--- src/rtl/sysctl_pkg.sv ---
package sysctl_pkg;

    localparam int XLEN        = 32;
    localparam int RLEN        = 64;
    localparam int NSEL        = 32;
    localparam int SEL_W       = $clog2(NSEL);
    localparam int TLB_SLOTS   = 32;
    localparam int SLOT_FIELD  = 6;
    localparam int PEND_BIT    = 15;

    localparam int N_SLOT      = 0;
    localparam int N_VICTIM    = 1;
    localparam int N_LO_EVEN   = 2;
    localparam int N_LO_ODD    = 3;
    localparam int N_PTBASE    = 4;
    localparam int N_PGSIZE    = 5;
    localparam int N_FLOOR     = 6;
    localparam int N_FAULTVA   = 8;
    localparam int N_TIMER     = 9;
    localparam int N_VPNHI     = 10;
    localparam int N_MATCH     = 11;
    localparam int N_STATE     = 12;
    localparam int N_REASON    = 13;
    localparam int N_RETPC     = 14;
    localparam int N_IDENT     = 15;
    localparam int N_CFG       = 16;
    localparam int N_WPT_LO    = 18;
    localparam int N_WPT_HI    = 19;
    localparam int N_CERR      = 27;
    localparam int N_TAG_LO    = 28;
    localparam int N_TAG_HI    = 29;

    typedef enum logic [2:0] {
        WP_STORE,
        WP_IGNORE,
        WP_FAULT,
        WP_TIMER,
        WP_REASON,
        WP_ZERO
    } wpol_e;

    function automatic wpol_e wpol(input int unsigned sel);
        case (sel)
            N_SLOT, N_LO_EVEN, N_LO_ODD, N_PTBASE, N_PGSIZE, N_FLOOR,
            N_VPNHI, N_MATCH, N_STATE, N_RETPC, N_CFG, N_WPT_LO,
            N_WPT_HI, N_TAG_LO:                     return WP_STORE;
            N_VICTIM, N_FAULTVA, N_IDENT, N_CERR:   return WP_IGNORE;
            N_TIMER:                                return WP_TIMER;
            N_REASON:                               return WP_REASON;
            N_TAG_HI:                               return WP_ZERO;
            default:                                return WP_FAULT;
        endcase
    endfunction

    function automatic logic [XLEN-1:0] wmask(input int unsigned sel);
        case (sel)
            N_SLOT:               return 32'h8000_003F;
            N_LO_EVEN, N_LO_ODD:  return 32'h3FFF_FFFF;
            N_PTBASE:             return 32'hFF80_0000;
            N_PGSIZE:             return 32'h01FF_E000;
            N_VPNHI:              return 32'hFFFF_E0FF;
            N_TAG_LO:             return 32'h0FFF_FFC0;
            default:              return 32'hFFFF_FFFF;
        endcase
    endfunction

endpackage

--- src/rtl/sysctl_store_bank.sv ---
module sysctl_store_bank
    import sysctl_pkg::*;
(
    input  logic                 clk,
    input  logic                 rst_n,
    input  logic                 wr_en,
    input  logic [SEL_W-1:0]     wr_sel,
    input  logic [XLEN-1:0]      wr_data,
    output logic [XLEN-1:0]      bank [NSEL]
);

    for (genvar gi = 0; gi < NSEL; gi++) begin : g_ent
        if (wpol(gi) == WP_STORE) begin : g_store
            localparam logic [XLEN-1:0] KEEP = wmask(gi);
            logic [XLEN-1:0] val_d, val_q;

            always_comb begin
                val_d = val_q;
                if (wr_en && (wr_sel == SEL_W'(gi)))
                    val_d = (val_q & ~KEEP) | (wr_data & KEEP);
            end

            always_ff @(posedge clk or negedge rst_n) begin
                if (!rst_n) val_q <= '0;
                else        val_q <= val_d;
            end

            assign bank[gi] = val_q;
        end else begin : g_none
            assign bank[gi] = '0;
        end
    end

endmodule

--- src/rtl/sysctl_timer.sv ---
module sysctl_timer
    import sysctl_pkg::*;
(
    input  logic             clk,
    input  logic             rst_n,
    input  logic             tick,
    input  logic             load,
    input  logic [XLEN-1:0]  load_val,
    input  logic [XLEN-1:0]  match_val,
    input  logic             match_wr,
    input  logic             reason_clr,
    output logic [XLEN-1:0]  count,
    output logic             pending
);

    typedef struct packed {
        logic [XLEN-1:0] cnt;
        logic            pend;
    } tmr_t;

    tmr_t tmr_d, tmr_q;
    logic hit;

    always_comb begin
        tmr_d = tmr_q;
        hit   = 1'b0;
        if (load) begin
            tmr_d.cnt = load_val;
        end else if (tick) begin
            tmr_d.cnt = tmr_q.cnt + 1'b1;
            hit       = (tmr_d.cnt == match_val);
        end
        if (match_wr)        tmr_d.pend = 1'b0;
        else if (hit)        tmr_d.pend = 1'b1;
        else if (reason_clr) tmr_d.pend = 1'b0;
    end

    always_ff @(posedge clk or negedge rst_n) begin
        if (!rst_n) tmr_q <= '0;
        else        tmr_q <= tmr_d;
    end

    assign count   = tmr_q.cnt;
    assign pending = tmr_q.pend;

    a_r8_tick_step: assert property (@(posedge clk) disable iff (!rst_n)
        (tick && !load) |=> (count == $past(count) + 1'b1));
    a_r8_load_wins: assert property (@(posedge clk) disable iff (!rst_n)
        load |=> (count == $past(load_val)));
    a_r9_match_write_clears: assert property (@(posedge clk) disable iff (!rst_n)
        match_wr |=> !pending);
    a_r9_pending_holds: assert property (@(posedge clk) disable iff (!rst_n)
        (pending && !match_wr && !reason_clr) |=> pending);

endmodule

--- src/rtl/sysctl_victim.sv ---
module sysctl_victim
    import sysctl_pkg::*;
#(
    parameter int TOP = TLB_SLOTS - 1
) (
    input  logic             clk,
    input  logic             rst_n,
    input  logic             retire,
    input  logic             floor_wr,
    input  logic [XLEN-1:0]  floor_val,
    output logic [XLEN-1:0]  victim
);

    localparam int VW = $clog2(TOP + 1);
    localparam logic [VW-1:0] TOP_V = VW'(TOP);

    typedef struct packed {
        logic [VW-1:0] idx;
    } vic_t;

    vic_t vic_d, vic_q;
    logic [XLEN-1:0] wide;

    assign wide = {{(XLEN-VW){1'b0}}, vic_q.idx};

    always_comb begin
        vic_d = vic_q;
        if (floor_wr)
            vic_d.idx = TOP_V;
        else if (retire)
            vic_d.idx = (wide <= floor_val) ? TOP_V : vic_q.idx - 1'b1;
    end

    always_ff @(posedge clk or negedge rst_n) begin
        if (!rst_n) vic_q.idx <= TOP_V;
        else        vic_q     <= vic_d;
    end

    assign victim = wide;

    a_r10_in_range: assert property (@(posedge clk) disable iff (!rst_n)
        victim <= XLEN'(TOP));
    a_r10_floor_reload: assert property (@(posedge clk) disable iff (!rst_n)
        floor_wr |=> (victim == XLEN'(TOP)));
    a_r10_idle_stable: assert property (@(posedge clk) disable iff (!rst_n)
        (!floor_wr && !retire) |=> $stable(victim));

endmodule

--- src/rtl/sysctl_regbank.sv ---
module sysctl_regbank
    import sysctl_pkg::*;
#(
    parameter int VICTIM_TOP = TLB_SLOTS - 1
) (
    input  logic              clk,
    input  logic              rst_n,
    input  logic              wr_en,
    input  logic [SEL_W-1:0]  wr_sel,
    input  logic [XLEN-1:0]   wr_data,
    input  logic [SEL_W-1:0]  rd_sel,
    output logic [RLEN-1:0]   rd_data,
    input  logic              tick,
    input  logic              retire,
    output logic              wr_err,
    output logic              timer_irq
);

    typedef struct packed {
        logic err;
    } ctl_t;

    ctl_t ctl_d, ctl_q;

    logic [XLEN-1:0] bank [NSEL];
    logic [XLEN-1:0] count, victim, reason, rd_word;
    logic            pending;
    wpol_e           pol;
    logic            timer_ld, match_wr, floor_wr, reason_clr, slot_bad;

    assign pol        = wpol(32'(wr_sel));
    assign timer_ld   = wr_en && (pol == WP_TIMER);
    assign match_wr   = wr_en && (wr_sel == SEL_W'(N_MATCH));
    assign floor_wr   = wr_en && (wr_sel == SEL_W'(N_FLOOR));
    assign reason_clr = wr_en && (pol == WP_REASON) && (wr_data == '0);
    assign slot_bad   = wr_data[SLOT_FIELD-1:0] > SLOT_FIELD'(TLB_SLOTS - 1);

    sysctl_store_bank u_bank (
        .clk     (clk),
        .rst_n   (rst_n),
        .wr_en   (wr_en),
        .wr_sel  (wr_sel),
        .wr_data (wr_data),
        .bank    (bank)
    );

    sysctl_timer u_timer (
        .clk        (clk),
        .rst_n      (rst_n),
        .tick       (tick),
        .load       (timer_ld),
        .load_val   (wr_data),
        .match_val  (bank[N_MATCH]),
        .match_wr   (match_wr),
        .reason_clr (reason_clr),
        .count      (count),
        .pending    (pending)
    );

    sysctl_victim #(.TOP(VICTIM_TOP)) u_victim (
        .clk       (clk),
        .rst_n     (rst_n),
        .retire    (retire),
        .floor_wr  (floor_wr),
        .floor_val (bank[N_FLOOR]),
        .victim    (victim)
    );

    always_comb begin
        ctl_d.err = 1'b0;
        if (wr_en) begin
            case (pol)
                WP_FAULT:  ctl_d.err = 1'b1;
                WP_REASON: ctl_d.err = (wr_data != '0);
                WP_STORE:  ctl_d.err = (wr_sel == SEL_W'(N_SLOT)) && slot_bad;
                default:   ctl_d.err = 1'b0;
            endcase
        end
    end

    always_ff @(posedge clk or negedge rst_n) begin
        if (!rst_n) ctl_q <= '0;
        else        ctl_q <= ctl_d;
    end

    always_comb begin
        reason           = '0;
        reason[PEND_BIT] = pending;
        case (32'(rd_sel))
            N_VICTIM: rd_word = victim;
            N_TIMER:  rd_word = count;
            N_REASON: rd_word = reason;
            default:  rd_word = bank[rd_sel];
        endcase
    end

    assign rd_data   = {{(RLEN-XLEN){rd_word[XLEN-1]}}, rd_word};
    assign wr_err    = ctl_q.err;
    assign timer_irq = pending;

    a_r4_slot_range_flag: assert property (@(posedge clk) disable iff (!rst_n)
        (wr_en && wr_sel == SEL_W'(N_SLOT) && wr_data[5]) |=> wr_err);
    a_r6_reason_nonzero_flag: assert property (@(posedge clk) disable iff (!rst_n)
        (wr_en && wr_sel == SEL_W'(N_REASON) && wr_data != '0) |=> wr_err);
    a_r5_dropped_no_flag: assert property (@(posedge clk) disable iff (!rst_n)
        (wr_en && (wr_sel == SEL_W'(N_VICTIM) || wr_sel == SEL_W'(N_FAULTVA) ||
                   wr_sel == SEL_W'(N_IDENT)  || wr_sel == SEL_W'(N_CERR)   ||
                   wr_sel == SEL_W'(N_TAG_HI))) |=> !wr_err);
    a_r7_unlisted_flag: assert property (@(posedge clk) disable iff (!rst_n)
        (wr_en && (wr_sel == 5'd7 || wr_sel == 5'd17 || wr_sel >= 5'd30 ||
                   (wr_sel >= 5'd20 && wr_sel <= 5'd26))) |=> wr_err);
    a_r1_no_flag_idle: assert property (@(posedge clk) disable iff (!rst_n)
        !wr_en |=> !wr_err);
    a_r11_sign_copy: assert property (@(posedge clk) disable iff (!rst_n)
        rd_data[RLEN-1:XLEN] == {(RLEN-XLEN){rd_data[XLEN-1]}});

endmodule

--- config.mk ---
export PLATFORM = sky130hd
export DESIGN_NAME = sysctl_regbank
export DESIGN_NICKNAME = d
export VERILOG_FILES = /design/src/rtl/sysctl_pkg.sv /design/src/rtl/sysctl_store_bank.sv /design/src/rtl/sysctl_timer.sv /design/src/rtl/sysctl_victim.sv /design/src/rtl/sysctl_regbank.sv
export SDC_FILE = /design/constraint.sdc
export NUM_CORES = 1
export LEC_CHECK = 0
export BUFFER_PORTS_ARGS = -buffer_cell sky130_fd_sc_hd__buf_4
export CAP_MARGIN = 15
export CORE_MARGIN = 2
export CORE_UTILIZATION = 41
export DETAILED_ROUTE_END_ITERATION = 10
export PLACE_DENSITY_LB_ADDON = 0.05
export SLEW_MARGIN = 30
export SYNTH_ARGS = -nofsm -noshare
export SYNTH_HDL_FRONTEND = slang
export SYNTH_HIERARCHICAL = 1
export SYNTH_SLANG_ARGS = --single-unit
--- constraint.sdc ---
create_clock -name clk -period 4 [get_ports clk]
set_input_delay 0.2 -clock clk [delete_from_list [all_inputs] [get_ports clk]]
set_output_delay 0.2 -clock clk [all_outputs]
set_load 0.1 [all_outputs]
==> results of run 1 <==
where the power goes:
group / internal, mW / switching, mW
clock: 2.76 / 1.85
sequential: 4.85 / 0.658
combinational: 1.68 / 2.17
through the flow:
stage	cells	instance area (um2)	hold slack (ns)	power [mW]
6_report	3963	32550	0.05883	13.96
5_1_grt	3962	32550	0.06571	14.67
4_1_cts	3962	32550	0.02055	14.11
3_5_place_dp	3838	30550	0.3101	9.388
3_3_place_gp	3838	30550	0.3004	9.291
2_1_floorplan	3550	34100	-0.09559	8.800
kinds of logic after synthesis:
| family | count (synthesis) | synth area share |
|---|---|---|
| buffers and inverters | 943 | 0.2065 |
| muxes | 770 | 0.3172 |
| DFF | 400 | 0.3180 |
| and+or+nand+nor | 341 | 0.05974 |
| AOI/OAI and AO/OA | 319 | 0.07336 |
| xor gates and xnor gates | 80 | 0.02224 |
| adders and majority gates | 7 | 0.002780 |
| other | 2 | 0.0002384 |
flip-flops by register name, indices dropped and copies added (netlist names):
| name | count |
|---|---|
| u_timer/pending | 1 |
| u_victim/vic_q | 5 |
| u_bank/g_ent.g_store.val_q | 361 |
| wr_err | 1 |
| u_timer/count | 32 |
worst max-delay path, stage by stage (launching register included):
cell,delay (ns)
dfrtp_1,0.49
ha_1,0.41
and3_1,0.27
nand4_1,0.24
nor3_1,0.80
nand2b_1,0.16
xnor2_1,0.21
nor4_1,0.43
nand4_1,0.14
o21ai_1,0.15
per-layer routing:
metal	up-vias	GRT usage	routed length, um
met1	10280	0.3345	43330
li1	9091	-	-
met3	134	0.03192	3915
met5	-	0	22
met2	417	0.3800	42930
met4	4	0.06938	2529
how the worst min path moves through the flow:
stage | cells past startpoint | slack, ns | endpoint | from
CTS | 3 | 0.02 | wr_err | wr_sel[0]
global placement | 1 | 0.30 | u_bank/g_ent[18].g_store.val_q[4] | rst_n
finish | 3 | 0.06 | wr_err | wr_sel[0]
global route | 3 | 0.07 | wr_err | wr_sel[0]
floorplan | 0 | -0.1 | u_bank/g_ent[0].g_store.val_q[0] | rst_n
detailed placement | 1 | 0.31 | u_bank/g_ent[19].g_store.val_q[4] | rst_n
cell usage in the layout, fill, tap and decap left out, types with 22 or more instances in the layout:
cell / count
conb_1: 690
dfrtp_1: 395
mux2_2: 374
mux2i_1: 231
buf_4: 176
mux4_2: 143
nor2_1: 67
nand2_1: 65
o22ai_1: 63
o21ai_0: 54
clkbuf_16: 53
xnor2_1: 47
nand2b_1: 38
dlygate4sd3_1: 35
a221oi_1: 33
xor2_1: 33
a2bb2oi_1: 32
a211oi_1: 29
o221ai_1: 25
nor3_1: 25
nand3_1: 23
mux2_1: 22
area by class of cell:
type	count	area, um2	area share
Antenna cell	1	2.502	0.00007687
Clock buffer	80	1548	0.04755
Clock inverter	9	97.59	0.002998
Inverter	12	45.04	0.001384
Multi-Input combinational cell	2207	17640	0.5418
Sequential cell	400	10020	0.3077
Tap cell	1030	1289	0.03959
Timing Repair Buffer	224	1917	0.05888
timing repair:
action / 4_1_cts / 5_1_grt
hold buffers: 35 / 0
resized for setup: 0 / 0
hold endpoints to repair: 360 / 0
==> out/qor.tcl, run 1 <==
set qor(clk_pin_slew_worst_paths_ns) 0.06
set qor(endpoint_type_of_the_worst_setup_path) {flop}
set qor(die_x_um) 281.2
set qor(rsz0062_at_grt) {no}
set qor(fin_util) 0.4286
set qor(pin_count_of_the_biggest_net_entering_global_routing) 99
set qor(numPortBuffers) 112
set qor(grt_pass1_wl_um) 136900
set qor(final_net_count) 2951
set qor(yosysWarningCount) 6
set qor(die_h_um) 281.2
set qor(r2r_setup_slack_ns) 0.62
set qor(class_of_the_tightest_hold_or_removal_check) {in2reg}
set qor(post_route_cells_drive_above_1_share) 0.2790
set qor(yosys_register_bits) 400
set qor(fmax_ghz) 0.2963
set qor(drv.max_cap_violation_count) 0
set qor(vdd_drop_max_mv) 0.3086
set qor(count_leader_synth) {buf_4}
set qor(via_count) 19920
set qor(slew_viol_final) 0
set qor(setup_total_negative_slack_ns) 0
set qor(post_synth_design_cell_area_um2) 31500
set qor(start_util) 0.4148
set qor(antenna_found_initial) 5
set qor(cp_data_arrival_time_ns) 3.90
set qor(worst_r2r_endpoint) {u_timer/pending}
set qor(cts_setup_buffers) 0
set qor(synthDominantAreaCellType) {dfrtp_1}
set qor(status) {finished, final reports clean}
set qor(synth_edf_count) 0
set qor(netlist_instances) 2862
set qor(clockRootBuffer) {clkbuf_16}
set qor(final-hold-violation-count) 0
set qor(timing.final.setup_violations) 0
set qor(start_point_of_the_critical_path) {u_timer/count[0]}
set qor(cts_max_path_buffers) 3
set qor(floorplan.io_pins) 113
set qor(mean_cell_area_of_the_mapped_netlist_um2) 11.01
set qor(tightest_slew_ns) 0.9739
set qor(route.final.wire_length_um) 92730
set qor(clk_latency_ns) 0.60
set qor(cts-buffers-inserted) 52
set qor(antenna_violating_nets_post_route) 0
set qor(worst_clock_skew_ns) 0.01021
set qor(leak_nw) 14.78
set qor(worst_case_setup_margin_in_the_final_layout_ns) 0.6247
set qor(floorplan.core_area_um2) 75950
set qor(synth.top_cell.area_share) 0.3138
set qor(critical_path_class) {reg2reg}
set qor(grt_overflow) 0
set qor(final_wtd_congestion) 0.8357
set qor(floorplan.die_area_um2) 79060
set qor(regToRegStartpoint) {u_timer/count[0]}
set qor(wire_per_inst_um) 23.40
set qor(period_utilisation_layout) 0.8438
set qor(worst_ep_required_time_ns) 4.52
set qor(drc_errors) 0
set qor(post_drt_via_cell_ratio) 5.027
set qor(power_per_cell_area_nw_per_um2) 428.7
set qor(async_flop_share) 1.000
set qor(slew_headroom) 0.3448
set qor(placement_rows) 101
set qor(drtPass1Iterations) 5
set qor(synth-main-ff-cell) {dfrtp_1}
set qor(globalRouteTotalUtil) 0.2374
set qor(area_growth_pct) 3.341
set qor(final_period_minus_worst_setup_slack_ns) 3.375
set qor(worstPathMaxFanout) 9
set qor(tritoncts) {built}
set qor(first_global_vias) 20300
set qor(depth_of_the_most_critical_reg_to_reg_path) 9
set qor(preCtsSetupSlack_ns) 0.6920
set qor(fillCellCount) 7366
set qor(initialDrtViolationCount) 1060
set qor(synth_cell_types) 78
set qor(place.detailed.hpwl_um) 61030
set qor(ys_top_cells_by_area) {dfrtp_1, buf_4, mux2_2}
set qor(sequential_element_share_of_the_synthesized_area) 0.3180
set qor(synth.cells.most_frequent) {buf_4, dfrtp_1, mux2_2, mux2i_1, mux4_2}
set qor(critical_path.endpoint) {u_timer/pending}
set qor(htreeDepth) 2
set qor(critical_path.startpoint_type) {flop}
set qor(cts_num_sinks) 400
No activity file was read; power rests on OpenSTA's default activity.
==> inputs of run 2 (changes only) <==
- clock period: 4 -> 3.4 ns (I/O delays scaled with it)
==> out/qor.tcl, run 2 (synthesis results as in run 1) <==
set qor(status) {finished, final reports clean}
set qor(worst_case_setup_margin_in_the_final_layout_ns) 0.1902 ;# -0.4345 ns
set qor(critical_path_class) {reg2out}
set qor(worst_ep_required_time_ns) 3.23 ;# -1.29 ns
set qor(slew_headroom) 0.3993 ;# +0.05455
set qor(r2r_setup_slack_ns) 0.51 ;# -0.11 ns
set qor(timing.final.setup_violations) 0 ;# unchanged
set qor(worstPathMaxFanout) 3 ;# -6
set qor(drc_errors) 0 ;# unchanged
set qor(layout.cells.most_common) {conb_1}
set qor(leak_nw) 15.09 ;# +2.1%
set qor(post_route_cells_drive_above_1_share) 0.3000 ;# +0.02098
set qor(slew_viol_final) 0 ;# unchanged
set qor(grt_overflow) 0 ;# unchanged
set qor(grt_pass1_wl_um) 142600 ;# +4.2%
set qor(initialDrtViolationCount) 1249 ;# +18%
set qor(area_growth_pct) 5.291
set qor(globalRouteTotalUtil) 0.2493 ;# +0.01193
set qor(first_global_vias) 20290 ;# -0.059%
set qor(start_util) 0.4148 ;# unchanged
set qor(fmax_ghz) 0.3115
set qor(critical_path.startpoint_type) {flop}
set qor(route.final.wire_length_um) 98210 ;# +5.9%
set qor(place.detailed.hpwl_um) 67960 ;# +11%
set qor(numPortBuffers) 112 ;# unchanged
set qor(final_period_minus_worst_setup_slack_ns) 3.210
set qor(worst_clock_skew_ns) 0.01971 ;# +0.009501 ns
set qor(layout.cells.most_common_list) {conb_1, dfrtp_1, mux2_2, mux2i_1, buf_4}
set qor(cp_data_arrival_time_ns) 3.04 ;# -0.86 ns
set qor(die_x_um) 281.2 ;# unchanged
set qor(clk_latency_ns) 0.62 ;# +0.02 ns
set qor(placement_rows) 101 ;# unchanged
set qor(rsz0062_at_grt) {no}
set qor(preCtsSetupSlack_ns) 0.4595 ;# -0.2325 ns
set qor(cts_num_sinks) 400 ;# unchanged
set qor(placement.cell_area_um2) 31120 ;# +1.8%
set qor(vdd_drop_max_mv) 0.4794 ;# +55%
set qor(drv.max_cap_violation_count) 0 ;# unchanged
set qor(class_of_the_tightest_hold_or_removal_check) {in2reg}
set qor(largest_register_ffs) 361 ;# unchanged
set qor(tritoncts) {built}
set qor(power_per_cell_area_nw_per_um2) 506.7 ;# +18%
set qor(tightest_slew_ns) 0.9010 ;# -0.07285 ns
set qor(floorplan.io_pins) 113 ;# unchanged
set qor(layout.cell_area.non_filler_um2) 33170 ;# +1.9%
set qor(via_count) 20130 ;# +1.1%
set qor(post_drt_via_cell_ratio) 5.024 ;# about the same
set qor(report.power.total_mw) 16.80 ;# +20%
set qor(antenna_violating_nets_post_route) 0 ;# unchanged
set qor(num_antenna_cells) 0 ;# -1
set qor(clockRootBuffer) {clkbuf_16}
set qor(final_wtd_congestion) 0.8597 ;# +2.9%
set qor(final_cell_count_no_fill) 4007 ;# +1.1%
set qor(die_h_um) 281.2 ;# unchanged
set qor(wire_per_inst_um) 24.51 ;# +4.8%
set qor(pin_count_of_the_biggest_net_entering_global_routing) 78 ;# -21%
set qor(largest-register) {u_bank/g_ent.g_store.val_q}
set qor(floorplan.die_area_um2) 79060 ;# unchanged
set qor(cts_max_path_buffers) 3 ;# unchanged
set qor(cts-buffers-inserted) 51 ;# -1.9%
set qor(dpl.cell_count) 3876 ;# +0.99%
set qor(htreeDepth) 2 ;# unchanged
set qor(period_utilisation_layout) 0.9441
set qor(drtPass1Iterations) 5 ;# unchanged
set qor(endpoint_type_of_the_worst_setup_path) {output port}
set qor(final_net_count) 2988 ;# +1.3%
set qor(cts_setup_buffers) 0 ;# unchanged
set qor(clk_pin_slew_worst_paths_ns) 0.06 ;# about the same
set qor(antenna_found_initial) 3 ;# -2
set qor(floorplan.core_area_um2) 75950 ;# unchanged
set qor(depth_of_the_most_critical_reg_to_reg_path) 9 ;# unchanged
set qor(min_delay_path_depth) 3 ;# unchanged
set qor(final-hold-violation-count) 0 ;# unchanged
==> run 2: changes by cell type in the layout (fill, tap and decap cells not counted), moves of 4 or more <==
| cell | before | now |
|---|---|---|
| a211oi_2 | 0 | 22 |
| buf_4 | 176 | 206 |
| a311oi_1 | 6 | 1 |
| nor3_1 | 25 | 21 |
| a211oi_1 | 29 | 7 |
| buf_12 | 10 | 18 |
| a311oi_2 | 1 | 6 |
| nor3_2 | 0 | 4 |
==> run 2: where the power goes <==
group          switching (mW)  internal [mW]
sequential              0.758           5.70
combinational            2.67           2.05
clock                    2.32           3.30
==> run 2: cell type report <==
| type | count | area, um2 |
|---|---|---|
| clock buffer | 81 | 1530 |
| clock inverter | 15 | 167.7 |
| fill | 7281 | 42780 |
| inverter | 12 | 45.04 |
| multi-input combinational | 2207 | 17820 |
| sequential | 400 | 10020 |
| tap | 1030 | 1289 |
| timing repair buffer | 262 | 2302 |
==> run 2: worst max-delay path, cell delays in order (launching register included) <==
cell and delay [ns]:
dfrtp_1 0.46, mux4_2 0.48, mux2_2 0.27, a2111oi_0 0.78, nor3_2 0.15, buf_4 0.28
==> run 2: per-stage QoR <==
stage	hold slack, ns	TNS [ns]	util
after CTS	0.03209	0	0.4367
after global placement	0.2396	0	0.4097
after detailed placement	0.2463	0	0.4097
after global routing	0.05665	0	0.4367
after floorplan	-0.1256	-0.4947	-
final	0.06652	0	0.4367
==> run 2: worst paths after layout <==
kind,startpoint,end
hold reg to reg,u_bank/g_ent[14].g_store.val_q[29],u_bank/g_ent[14].g_store.val_q[29]
min in group asynchronous,rst_n,u_bank/g_ent[28].g_store.val_q[10]
hold / removal,wr_sel[0],wr_err
setup reg to reg,u_timer/count[0],u_timer/pending
max in group asynchronous,rst_n,u_victim/vic_q[0]
setup / recovery,u_bank/g_ent[6].g_store.val_q[4],rd_data[4]
==> run 2: routing by layer <==
metal	part of all wire	routed length, um	GRT usage	up-vias
met1	0.47	45710	0.3482	10450
met5	0	0	0	-
met3	0.036	3535	0.03018	124
met4	0.027	2670	0.06801	0
met2	0.47	46300	0.4072	394
li1	-	-	-	9161
==> run 2: repair_timing <==
item	4_1_cts	5_1_grt
resized for setup	0	0
setup endpoints to repair	0	0
hold endpoints to repair	401	0
hold buffers	35	0
